<file path="src/rtl/colrot_pkg.sv">
package colrot_pkg;

  localparam int SEL_W = 8;

  typedef enum logic [SEL_W-1:0] {
    OP_LOAD  = 8'h00,
    OP_PERM  = 8'h01,
    OP_READ  = 8'h02,
    OP_CLEAR = 8'h03
  } op_e;

  typedef struct packed {
    logic load;
    logic perm;
    logic read;
    logic clear;
  } op_dec_t;

endpackage

</file>
<file path="src/rtl/colrot_decode.sv">
module colrot_decode
  import colrot_pkg::*;
(
  input  logic             start,
  input  logic [SEL_W-1:0] sel,
  output op_dec_t          dec
);

  always_comb begin
    dec = '0;
    if (start) begin
      unique case (sel)
        OP_LOAD:  dec.load  = 1'b1;
        OP_PERM:  dec.perm  = 1'b1;
        OP_READ:  dec.read  = 1'b1;
        OP_CLEAR: dec.clear = 1'b1;
        default:  dec       = '0;
      endcase
    end
  end

endmodule

</file>
<file path="src/rtl/colrot_index_ctrl.sv">
module colrot_index_ctrl #(
  parameter int ROWS  = 8,
  parameter int WORDS = 16,
  localparam int PIDX_W = $clog2(ROWS),
  localparam int RIDX_W = $clog2(WORDS)
) (
  input  logic              clk,
  input  logic              rst_n,
  input  logic              load_en,
  input  logic              read_en,
  input  logic              clear_en,
  input  logic              start,
  output logic [PIDX_W-1:0] widx,
  output logic [RIDX_W-1:0] ridx
);

  localparam logic [PIDX_W-1:0] W_LAST = PIDX_W'(ROWS - 1);
  localparam logic [RIDX_W-1:0] R_LAST = RIDX_W'(WORDS - 1);

  logic [PIDX_W-1:0] widx_q, widx_d;
  logic [RIDX_W-1:0] ridx_q, ridx_d;
  logic              idx_en;

  assign idx_en = load_en | read_en | clear_en;

  always_comb begin
    widx_d = widx_q;
    ridx_d = ridx_q;
    if (clear_en) begin
      widx_d = '0;
      ridx_d = '0;
    end else begin
      if (load_en) widx_d = (widx_q == W_LAST) ? '0 : widx_q + 1'b1;
      if (read_en) ridx_d = (ridx_q == R_LAST) ? '0 : ridx_q + 1'b1;
    end
  end

  always_ff @(posedge clk or negedge rst_n) begin
    if (!rst_n) begin
      widx_q <= '0;
      ridx_q <= '0;
    end else if (idx_en) begin
      widx_q <= widx_d;
      ridx_q <= ridx_d;
    end
  end

  assign widx = widx_q;
  assign ridx = ridx_q;

  // a load moves the write index on by one, wrapping
  p_widx_step_r3: assert property (@(posedge clk) disable iff (!rst_n)
    load_en |=> (widx_q == $past(widx_q) + 1'b1));

  // a read moves the read index on by one, wrapping
  p_ridx_step_r5: assert property (@(posedge clk) disable iff (!rst_n)
    read_en |=> (ridx_q == $past(ridx_q) + 1'b1));

  // clear returns both indices to zero
  p_clear_idx_r6: assert property (@(posedge clk) disable iff (!rst_n)
    clear_en |=> (widx_q == '0 && ridx_q == '0));

  // no call, no index movement
  p_idle_hold_r11: assert property (@(posedge clk) disable iff (!rst_n)
    !start |=> ($stable(widx_q) && $stable(ridx_q)));

endmodule

</file>
<file path="src/rtl/colrot_permute.sv">
module colrot_permute #(
  parameter int ROWS   = 8,
  parameter int COLS   = 8,
  parameter int BYTE_W = 8,
  localparam int ST_W  = ROWS * COLS * BYTE_W
) (
  input  logic [ST_W-1:0] st_in,
  output logic [ST_W-1:0] st_out
);

  // destination (r,c) takes source ((r - c) mod ROWS, c)
  for (genvar r = 0; r < ROWS; r++) begin : g_row
    for (genvar c = 0; c < COLS; c++) begin : g_col
      localparam int SRC_R = (r + ROWS * COLS - c) % ROWS;
      assign st_out[(r * COLS + c) * BYTE_W +: BYTE_W] =
             st_in[(SRC_R * COLS + c) * BYTE_W +: BYTE_W];
    end
  end

endmodule

</file>
<file path="src/rtl/colrot_matrix_store.sv">
module colrot_matrix_store #(
  parameter int ROWS   = 8,
  parameter int COLS   = 8,
  parameter int BYTE_W = 8,
  parameter int WORD_W = 32,
  localparam int ST_W   = ROWS * COLS * BYTE_W,
  localparam int BPW    = WORD_W / BYTE_W,
  localparam int PIDX_W = $clog2(ROWS)
) (
  input  logic              clk,
  input  logic              rst_n,
  input  logic              load_en,
  input  logic              perm_en,
  input  logic [PIDX_W-1:0] widx,
  input  logic [WORD_W-1:0] opa,
  input  logic [WORD_W-1:0] opb,
  output logic [ST_W-1:0]   state
);

  logic [ST_W-1:0]   st_q, st_d, st_perm;
  logic [BYTE_W-1:0] row_bytes [COLS];
  logic              st_en;

  colrot_permute #(
    .ROWS   (ROWS),
    .COLS   (COLS),
    .BYTE_W (BYTE_W)
  ) u_perm (
    .st_in  (st_q),
    .st_out (st_perm)
  );

  // split the operand pair into one row, lower column in the higher byte
  for (genvar c = 0; c < COLS; c++) begin : g_split
    if (c < BPW) begin : g_a
      assign row_bytes[c] = opa[(BPW - 1 - c) * BYTE_W +: BYTE_W];
    end else begin : g_b
      assign row_bytes[c] = opb[(2 * BPW - 1 - c) * BYTE_W +: BYTE_W];
    end
  end

  assign st_en = load_en | perm_en;

  always_comb begin
    st_d = st_q;
    if (perm_en) begin
      st_d = st_perm;
    end else if (load_en) begin
      for (int c = 0; c < COLS; c++) begin
        st_d[(int'(widx) * COLS + c) * BYTE_W +: BYTE_W] = row_bytes[c];
      end
    end
  end

  always_ff @(posedge clk or negedge rst_n) begin
    if (!rst_n) st_q <= '0;
    else if (st_en) st_q <= st_d;
  end

  assign state = st_q;

  // column 0 gathered for the checks below
  logic [ROWS*BYTE_W-1:0] col0;
  for (genvar r = 0; r < ROWS; r++) begin : g_col0
    assign col0[r * BYTE_W +: BYTE_W] = st_q[r * COLS * BYTE_W +: BYTE_W];
  end

  localparam int B01 = 1;
  localparam int B11 = COLS + 1;

  // column 0 has rotation zero and keeps its bytes
  p_col0_fixed_r4: assert property (@(posedge clk) disable iff (!rst_n)
    perm_en |=> $stable(col0));

  // column 1 moves down one row
  p_col1_shift_r4: assert property (@(posedge clk) disable iff (!rst_n)
    perm_en |=> (st_q[B11 * BYTE_W +: BYTE_W] == $past(st_q[B01 * BYTE_W +: BYTE_W])));

  // the first byte of the loaded row comes from the top byte of opa
  p_load_head_r3: assert property (@(posedge clk) disable iff (!rst_n)
    (load_en && widx == '0) |=> (st_q[BYTE_W-1:0] == $past(opa[WORD_W-1 -: BYTE_W])));

endmodule

</file>
<file path="src/rtl/colrot_ci_unit.sv">
module colrot_ci_unit
  import colrot_pkg::*;
#(
  parameter int ROWS   = 8,
  parameter int COLS   = 8,
  parameter int BYTE_W = 8,
  parameter int WORD_W = 32,
  localparam int ST_W   = ROWS * COLS * BYTE_W,
  localparam int BPW    = WORD_W / BYTE_W,
  localparam int WORDS  = ROWS * COLS / BPW,
  localparam int PIDX_W = $clog2(ROWS),
  localparam int RIDX_W = $clog2(WORDS)
) (
  input  logic              clk,
  input  logic              rst_n,
  input  logic              start,
  input  logic [SEL_W-1:0]  sel,
  input  logic [WORD_W-1:0] opa,
  input  logic [WORD_W-1:0] opb,
  output logic [WORD_W-1:0] result,
  output logic              done
);

  // reset: asserted at once, released through two flops
  logic rst_meta_q, rst_sync_n;
  always_ff @(posedge clk or negedge rst_n) begin
    if (!rst_n) begin
      rst_meta_q <= 1'b0;
      rst_sync_n <= 1'b0;
    end else begin
      rst_meta_q <= 1'b1;
      rst_sync_n <= rst_meta_q;
    end
  end

  op_dec_t           dec;
  logic [PIDX_W-1:0] widx;
  logic [RIDX_W-1:0] ridx;
  logic [ST_W-1:0]   state;
  logic [WORD_W-1:0] rd_word, res_d, res_q;
  logic              done_q;

  colrot_decode u_dec (
    .start (start),
    .sel   (sel),
    .dec   (dec)
  );

  colrot_index_ctrl #(
    .ROWS  (ROWS),
    .WORDS (WORDS)
  ) u_idx (
    .clk      (clk),
    .rst_n    (rst_sync_n),
    .load_en  (dec.load),
    .read_en  (dec.read),
    .clear_en (dec.clear),
    .start    (start),
    .widx     (widx),
    .ridx     (ridx)
  );

  colrot_matrix_store #(
    .ROWS   (ROWS),
    .COLS   (COLS),
    .BYTE_W (BYTE_W),
    .WORD_W (WORD_W)
  ) u_store (
    .clk     (clk),
    .rst_n   (rst_sync_n),
    .load_en (dec.load),
    .perm_en (dec.perm),
    .widx    (widx),
    .opa     (opa),
    .opb     (opb),
    .state   (state)
  );

  // word select, first byte of the word in the top byte lane
  always_comb begin
    rd_word = '0;
    for (int j = 0; j < BPW; j++) begin
      rd_word[(BPW - 1 - j) * BYTE_W +: BYTE_W] =
        state[(int'(ridx) * BPW + j) * BYTE_W +: BYTE_W];
    end
  end

  assign res_d = dec.read ? rd_word : '0;

  always_ff @(posedge clk or negedge rst_sync_n) begin
    if (!rst_sync_n) begin
      res_q  <= '0;
      done_q <= 1'b0;
    end else begin
      res_q  <= res_d;
      done_q <= start;
    end
  end

  assign result = res_q;
  assign done   = done_q;

  // every call completes on the next cycle
  p_done_follows_r2: assert property (@(posedge clk) disable iff (!rst_sync_n)
    start |=> done);

  // no strobe without a call
  p_done_quiet_r2: assert property (@(posedge clk) disable iff (!rst_sync_n)
    !start |=> !done);

  // non-read calls answer zero
  p_nonread_zero_r7: assert property (@(posedge clk) disable iff (!rst_sync_n)
    (start && sel != OP_READ) |=> (result == '0));

  // unknown selectors leave the matrix alone
  p_unknown_hold_r8: assert property (@(posedge clk) disable iff (!rst_sync_n)
    (start && sel > OP_CLEAR) |=> $stable(state));

endmodule

</file>
<file path="config.mk">
export PLATFORM = sky130hd
export DESIGN_NAME = colrot_ci_unit
export DESIGN_NICKNAME = d
export VERILOG_FILES = /design/src/rtl/colrot_pkg.sv /design/src/rtl/colrot_decode.sv /design/src/rtl/colrot_index_ctrl.sv /design/src/rtl/colrot_permute.sv /design/src/rtl/colrot_matrix_store.sv /design/src/rtl/colrot_ci_unit.sv
export SDC_FILE = /design/constraint.sdc
export NUM_CORES = 1
export LEC_CHECK = 0
export ABC_AREA = 1
export BUFFER_PORTS_ARGS = -buffer_cell sky130_fd_sc_hd__buf_2
export CAP_MARGIN = 30
export CORE_AREA = 2 2 341 343
export DETAILED_ROUTE_END_ITERATION = 10
export DIE_AREA = 0 0 343 345
export PLACE_DENSITY = 0.5
export SLEW_MARGIN = 10
export SYNTH_ARGS = -nofsm -noshare
export SYNTH_HDL_FRONTEND = slang
export SYNTH_HIERARCHICAL = 1
export SYNTH_SLANG_ARGS = --single-unit
</file>
<file path="constraint.sdc">
create_clock -name clk -period 36.3 [get_ports clk]
set_input_delay 7.26 -clock clk [delete_from_list [all_inputs] [get_ports clk]]
set_output_delay 7.26 -clock clk [all_outputs]
set_load 0.02 [all_outputs]
</file>
==> run metrics, run 1 <==
Worst-Margin Slew 1.10 ns; first-pass GRT wire length 204000 um; placed insts just over 6000; largest stage delay on the critical path 0.52 ns; Area contributors post-synth dfrtp_1 38%, nand2_1 20%, nand3_1 13%; PD cells 40.5 nW/um2; mean area per synthesized cell 6.87 um2; Initial DRC Count 3443; ys async rst share 1.00; CP required 36.82 ns; relative slew slack 0.268; RSZ-0062 raised after global routing no; num ports roughly 110; RD Place Congestion 0.798; drt pass-1 iters 6; Vias/cell 5.23; DR vias 32800; Filler cells approximately 13000; distinct cell type count after synthesis 35; Slew Limit Fails 0; CTS root buf clkbuf_16; Critical Path AT 10.55 ns; Yosys top cell by area dfrtp_1; Detailed Place HPWL between 70000 and 80000 um; Crit. End Element flip-flop; CTS H-tree lvls 3; post-CTS setup buffers 0; ratio of cells with drive above 1 in the final layout 0.0790; antenna violations before repair 19; Crit Path Category input pin to flip-flop; fmax around 100 MHz; status finished clean; Final nets 4765; Tot GR Track Use 0.225; post-layout util 0.316; HP Class flip-flop to asynchronous set/reset pin; Yosys top cell area share 0.381; DR WL/cell 21.7 um; Non-Filler Instances between 6000 and 7000; die span in x 343 um; Leakage Power 16.7 nW; Seq. cell area between 10000 and 15000 um2; Setup crit start kind input pin; Bufs and invs on worst path 6; Die ar. 118000 um2; final worst-path cycle share 0.276; I/O Buffers 107; max-cap violation count 0; Die Ht 345 um; fin crit period 10.03 ns; post_cts resized 0; dominant synthesized flop cell dfrtp_1; Worst-path clk slew 0.06 ns; critical path's top delay family buffers and inverters; final setup TNS 0 ns; critical path cell sequence buf_2, nor2_2, nand3_1, nor2_4, buf_12, inv_2, o21ai_4, buf_4, inv_2, buf_4, nand2_1, nand3_1; Ys Warns 6; antenna-violating nets left 0; FP Rows 125; CTS buffer count 71; Hold Vio Cnt, Final 0; sequential element share of the synthesized area 0.381; vias in the first global route 31400; Seq cells post-synth 554; initial core utilization 0.316; final wirelength between 100000 and 150000 um; Final Skew roughly 0.023 ns; clock sinks between 500 and 600; crit path max fanout about 170; TritonCTS clock tree built; clk buf depth 3; Final setup violation count 0; Worst path slowest cell buf_12; number of synthesized flops with an enable pin 0; residual DRC count 0; Clock Latency Late Sink 0.65 ns; GRT overflow 0; IR Drop Worst-Case VDD 0.0000314 V; CORE AREA around 120000 um2; post-synthesis net count 5381; multi-input logic area between 15000 and 20000 um2; largest net degree at the start of global routing 199; synth-to-layout area growth 0.0413%; Mapped Cells 5296; post-synthesis cell area 36400 um2; hold_buf cts 0; synth cell count leaders 1900 x nand2_1, 927 x nand3_1, 554 x dfrtp_1; most frequent cell after synthesis nand2_1
## through the flow
step / cell area, um2 / power, mW / setup slack (ns) / hold slack (ns)
4_1_cts: 36200 / 1.49 / 26.32 / 0.306
2_1_floorplan: 36400 / 0.721 / 19.72 / 0.331
3_5_place_dp: 33900 / 0.747 / 25.66 / 0.301
5_1_grt: 36400 / 1.52 / 26.08 / 0.330
3_3_place_gp: 33800 / 0.746 / 25.70 / 0.334
6_report: 36400 / 1.47 / 26.27 / 0.282
## power breakdown
part           internal [mW]  switching [mW]
Combinational         0.0249          0.0777
Sequential             0.625          0.0101
Clock                  0.433           0.302
## cell type report
class,instances,area share
flip-flops and latches,554,0.382
clock buffers,101,0.0590
inverters,334,0.0348
well taps,1524,0.0524
multi-input cells,3547,0.431
diodes,12,0.000826
clock inverters,28,0.00647
repair buffers,172,0.0334
## flip-flops by register name, indices dropped and copies added (netlist names)
register / cells
rst_sync_n: 1
u_idx/widx: 3
done: 1
rst_meta_q: 1
result: 32
u_store/state: 512
u_idx/ridx: 4
## cells by family (layout without fill, tap and decap cells)
| group | after synthesis | count (layout) | synth area share |
|---|---|---|---|
| other | 1 | 13 | 0.000103 |
| adder cells (fa/ha/maj) | 10 | 10 | 0.00344 |
| AO/OA/AOI/OAI | 354 | 354 | 0.0562 |
| flip-flops | 554 | 554 | 0.381 |
| AND/OR/NAND/NOR | 3182 | 3182 | 0.369 |
| buffers and inverters | 1195 | 635 | 0.190 |
## layer usage
| metal | track usage | vias to the layer above | wire, um |
|---|---|---|---|
| met1 | 0.308 | 15900 | 58400 |
| met4 | 0.0982 | 8 | 5210 |
| met5 | 0 | - | 47 |
| li1 | - | 15200 | - |
| met3 | 0.0446 | 286 | 11100 |
| met2 | 0.343 | 1400 | 61100 |
## cell usage in the layout, fill, tap and decap left out, types with 55 or more instances in the layout
master	count
nand2_1	1898
nand3_1	925
dfrtp_1	547
inv_1	310
nor2_1	242
a21oi_1	134
buf_2	107
o211ai_1	102
clkbuf_16	75
o21ai_1	74
nand4_1	55
## final timing paths
path                       slack [ns]                        endpoint  depth (start not counted)                 startpoint
max in group asynchronous       29.80            rst_sync_n$_DFF_PN0_                          1                      rst_n
hold reg to reg                  0.28  u_store/state[427]$_DFFE_PN0P_                          0       rst_sync_n$_DFF_PN0_
hold / removal                   0.28  u_store/state[427]$_DFFE_PN0P_                          0       rst_sync_n$_DFF_PN0_
setup reg to reg                32.07   u_store/state[20]$_DFFE_PN0P_                          8  u_idx/widx[1]$_DFFE_PN0P_
setup / recovery                26.27  u_store/state[417]$_DFFE_PN0P_                         12                     sel[3]
min in group clk                 0.35            rst_sync_n$_DFF_PN0_                          0       rst_meta_q$_DFF_PN0_
(Power assumes the default switching activity.)
==> run 2: changes to the inputs <==
--- a/config.mk
+++ b/config.mk
@@ -5,13 +5,13 @@
 export SDC_FILE = /design/constraint.sdc
 export NUM_CORES = 1
 export LEC_CHECK = 0
-export ABC_AREA = 1
+export ABC_AREA = 0
 export BUFFER_PORTS_ARGS = -buffer_cell sky130_fd_sc_hd__buf_2
 export CAP_MARGIN = 30
-export CORE_AREA = 2 2 341 343
+export CORE_AREA = 2 2 323 325
 export DETAILED_ROUTE_END_ITERATION = 10
-export DIE_AREA = 0 0 343 345
-export PLACE_DENSITY = 0.5
+export DIE_AREA = 0 0 325 327
+export PLACE_DENSITY = 0.51
 export SLEW_MARGIN = 10
 export SYNTH_ARGS = -nofsm -noshare
 export SYNTH_HDL_FRONTEND = slang
==> constraint.sdc (replaced) <==
create_clock -name clk -period 10.3 [get_ports clk]
set_input_delay 2.06 -clock clk [delete_from_list [all_inputs] [get_ports clk]]
set_output_delay 2.06 -clock clk [all_outputs]
set_load 0.02 [all_outputs]
==> run 2 against run 1 <==
  * Combinational power rose to 2.6 times the previous value
  * Die area fell by 10%
  * Routed wire length down 24%
  * Critical path depth decreased by 3
  * Synthesized area shrank 9.9%
  * Clock skew is essentially flat
==> run metrics, run 2 <==
status finished clean; Worst-path clk slew 0.05 ns (about the same); Detailed Place HPWL 56700 um (-27%); worst hold slack 0.353 ns (+0.0707 ns); dpl ws 4.20 ns (-21.47 ns); hold_buf cts 0 (unchanged); final setup TNS 0 ns (unchanged); Crit. End Element flip-flop; Initial DRC Count 1889 (-45%); max reg flops 512 (unchanged); IR Drop Worst-Case VDD 0.0000972 V (+210%); drt pass-1 iters 7 (+1); Die ar. 106000 um2 (-10%); Seq. cell area 13900 um2 (-0.12%); dominant synthesized flop cell dfrtp_1; max-cap violation count 0 (unchanged); CP required 10.84 ns (-25.98 ns); fin crit period 5.48 ns; sequential element share of the synthesized area 0.423 (+0.0419); Final Skew 0.0228 ns (+0.000173 ns); Vias/cell 5.86 (+12%); HP Class flip-flop to flip-flop; FF-to-FF Start u_idx/widx[0]$_DFFE_PN0P_; most frequent cells in the layout 552 x dfrtp_1, 245 x mux2i_1, 224 x a22o_1, 224 x a21o_1, 208 x a221o_1; Hold Vio Cnt, Final 0 (unchanged); mean area per synthesized cell 10.6 um2 (+55%); multi-input logic area 13500 um2 (-14%); worst setup path start sel[5]; Final nets 2578 (-46%); Slew Limit Fails 0 (unchanged); fmax 183 MHz; final worst-path cycle share 0.532; CTS root buf clkbuf_16; synth cell count leaders 554 x dfrtp_1, 522 x buf_4, 245 x mux2i_1; number of synthesized flops with an enable pin 0 (unchanged); DR vias 23000 (-30%); clk buf depth 3 (unchanged); RSZ-0062 raised after global routing no; largest net degree at the start of global routing 247 (+24%); distinct cell type count after synthesis 63 (+80%); Filler cells 10300 (-19%); Yosys top cell area share 0.423 (+0.0419); die span in x 325 um (-5.2%); FP Rows 118 (-5.6%); CTS buffer count 67 (-5.6%); Setup crit start kind input pin; Crit Path Category input pin to flip-flop; most frequent cell after synthesis dfrtp_1; PD cells 150 nW/um2 (+270%); num ports 108 (unchanged); crit path max fanout 246 (+46%); RD Place Congestion 0.789 (-1.1%); clock sinks 554 (unchanged); antenna-violating nets left 0 (unchanged); Mapped Cells 3082 (-42%); synth-to-layout area growth -0.0803%; CTS H-tree lvls 3 (unchanged); final wirelength 103000 um (-24%); post-synthesis cell area 32800 um2 (-9.9%); Yosys top cell by area dfrtp_1; residual DRC count 0 (unchanged); post-synthesis net count 3167 (-41%); Leakage Power 16.1 nW (-3.7%); CORE AREA 103000 um2 (-11%); Design Power 4.91 mW (+230%); Ys Warns 6 (unchanged); antenna violations before repair 16 (-3); Clock Latency Late Sink 0.62 ns (-0.03 ns); Die Ht 327 um (-5.2%); Tot GR Track Use 0.189 (-0.0357); DR WL/cell 26.2 um (+21%); ratio of cells with drive above 1 in the final layout 0.124 (+0.0450); post-CTS setup buffers 0 (unchanged); Area contributors post-synth dfrtp_1 42%, buf_4 12%, mux2i_1 7.5%; Worst-Margin Slew 1.08 ns (-0.0144 ns); post_cts resized 0 (unchanged); GRT overflow 0 (unchanged); relative slew slack 0.278 (+0.00958); first-pass GRT wire length 156000 um (-23%); Final WS setup 4.82 ns (-21.45 ns); Critical Path AT 6.01 ns (-4.54 ns); Hold Crit Start rst_meta_q$_DFF_PN0_; vias in the first global route 23700 (-25%); I/O Buffers 107 (unchanged); ys async rst share 1.00 (unchanged); post-layout util 0.318 (+0.00213); initial core utilization 0.318 (+0.00251); Final setup violation count 0 (unchanged); Seq cells post-synth 554 (unchanged); TritonCTS clock tree built; most common cell after layout, fill and taps aside dfrtp_1
run 2: changes by cell type in the layout (fill, tap and decap cells not counted), sizes merged, moves of 208 or more:
cell	before	now
nand2	1929	195
inv	334	25
a221o	0	208
a21o	0	224
mux2i	0	245
nor2	253	9
nand3	930	10
a22o	1	224
run 2: cell type report:
cell class,count,area share
antenna,5,0.000382
clock buffer,101,0.0626
clock inverter,15,0.00493
inverter,23,0.00264
multi-input combinational,1683,0.413
sequential,554,0.424
tap,1380,0.0527
timing repair buffer,164,0.0402
run 2: cell families after synthesis:
logic type / after synthesis / synth area share
multiplexers: 253 / 0.0800
adder cells (fa/ha/maj): 10 / 0.00382
buffers and inverters: 845 / 0.170
XOR/XNOR: 1 / 0.000267
other: 1 / 0.000114
AO/OA/AOI/OAI: 958 / 0.248
AND/OR/NAND/NOR: 460 / 0.0746
flip-flops: 554 / 0.423
run 2: final timing paths:
path | end | slack, ns | depth (start not counted)
worst max-delay path | u_store/state[180]$_DFFE_PN0P_ | 4.82 | 9
worst min-delay path | rst_sync_n$_DFF_PN0_ | 0.35 | 0
worst max register to register | u_store/state[69]$_DFFE_PN0P_ | 6.35 | 7
worst min register to register | rst_sync_n$_DFF_PN0_ | 0.35 | 0
max in group asynchronous | u_store/state[187]$_DFFE_PN0P_ | 7.63 | 3
min in group asynchronous | result[22]$_DFF_PN0_ | 0.40 | 0
run 2: critical path, stage by stage:
cell and delay (ns):
buf_2 0.09, or4_1 0.61, nor3_2 0.26, buf_12 0.61, buf_12 0.77, buf_4 0.59, buf_16 0.31, and2_1 0.19
a221o_1 0.10
run 2: report_power, final:
group	switching (mW)	total [mW]	internal, mW
Combinational	0.167	0.263	0.0961
Clock	0.966	2.41	1.45
Sequential	0.0336	2.23	2.20
run 2: per-stage QoR:
stage	cells	area, um2
after floorplan	3082	32800
after global placement	3784	30100
final	3925	32700
after global routing	3921	32700
after CTS	3916	32600
after detailed placement	3800	30400
run 2: layer usage:
metal	part of all wire	global-route usage
met5	0.00045	0
met4	0.039	0.0731
met3	0.066	0.0370
met2	0.47	0.305
met1	0.43	0.252
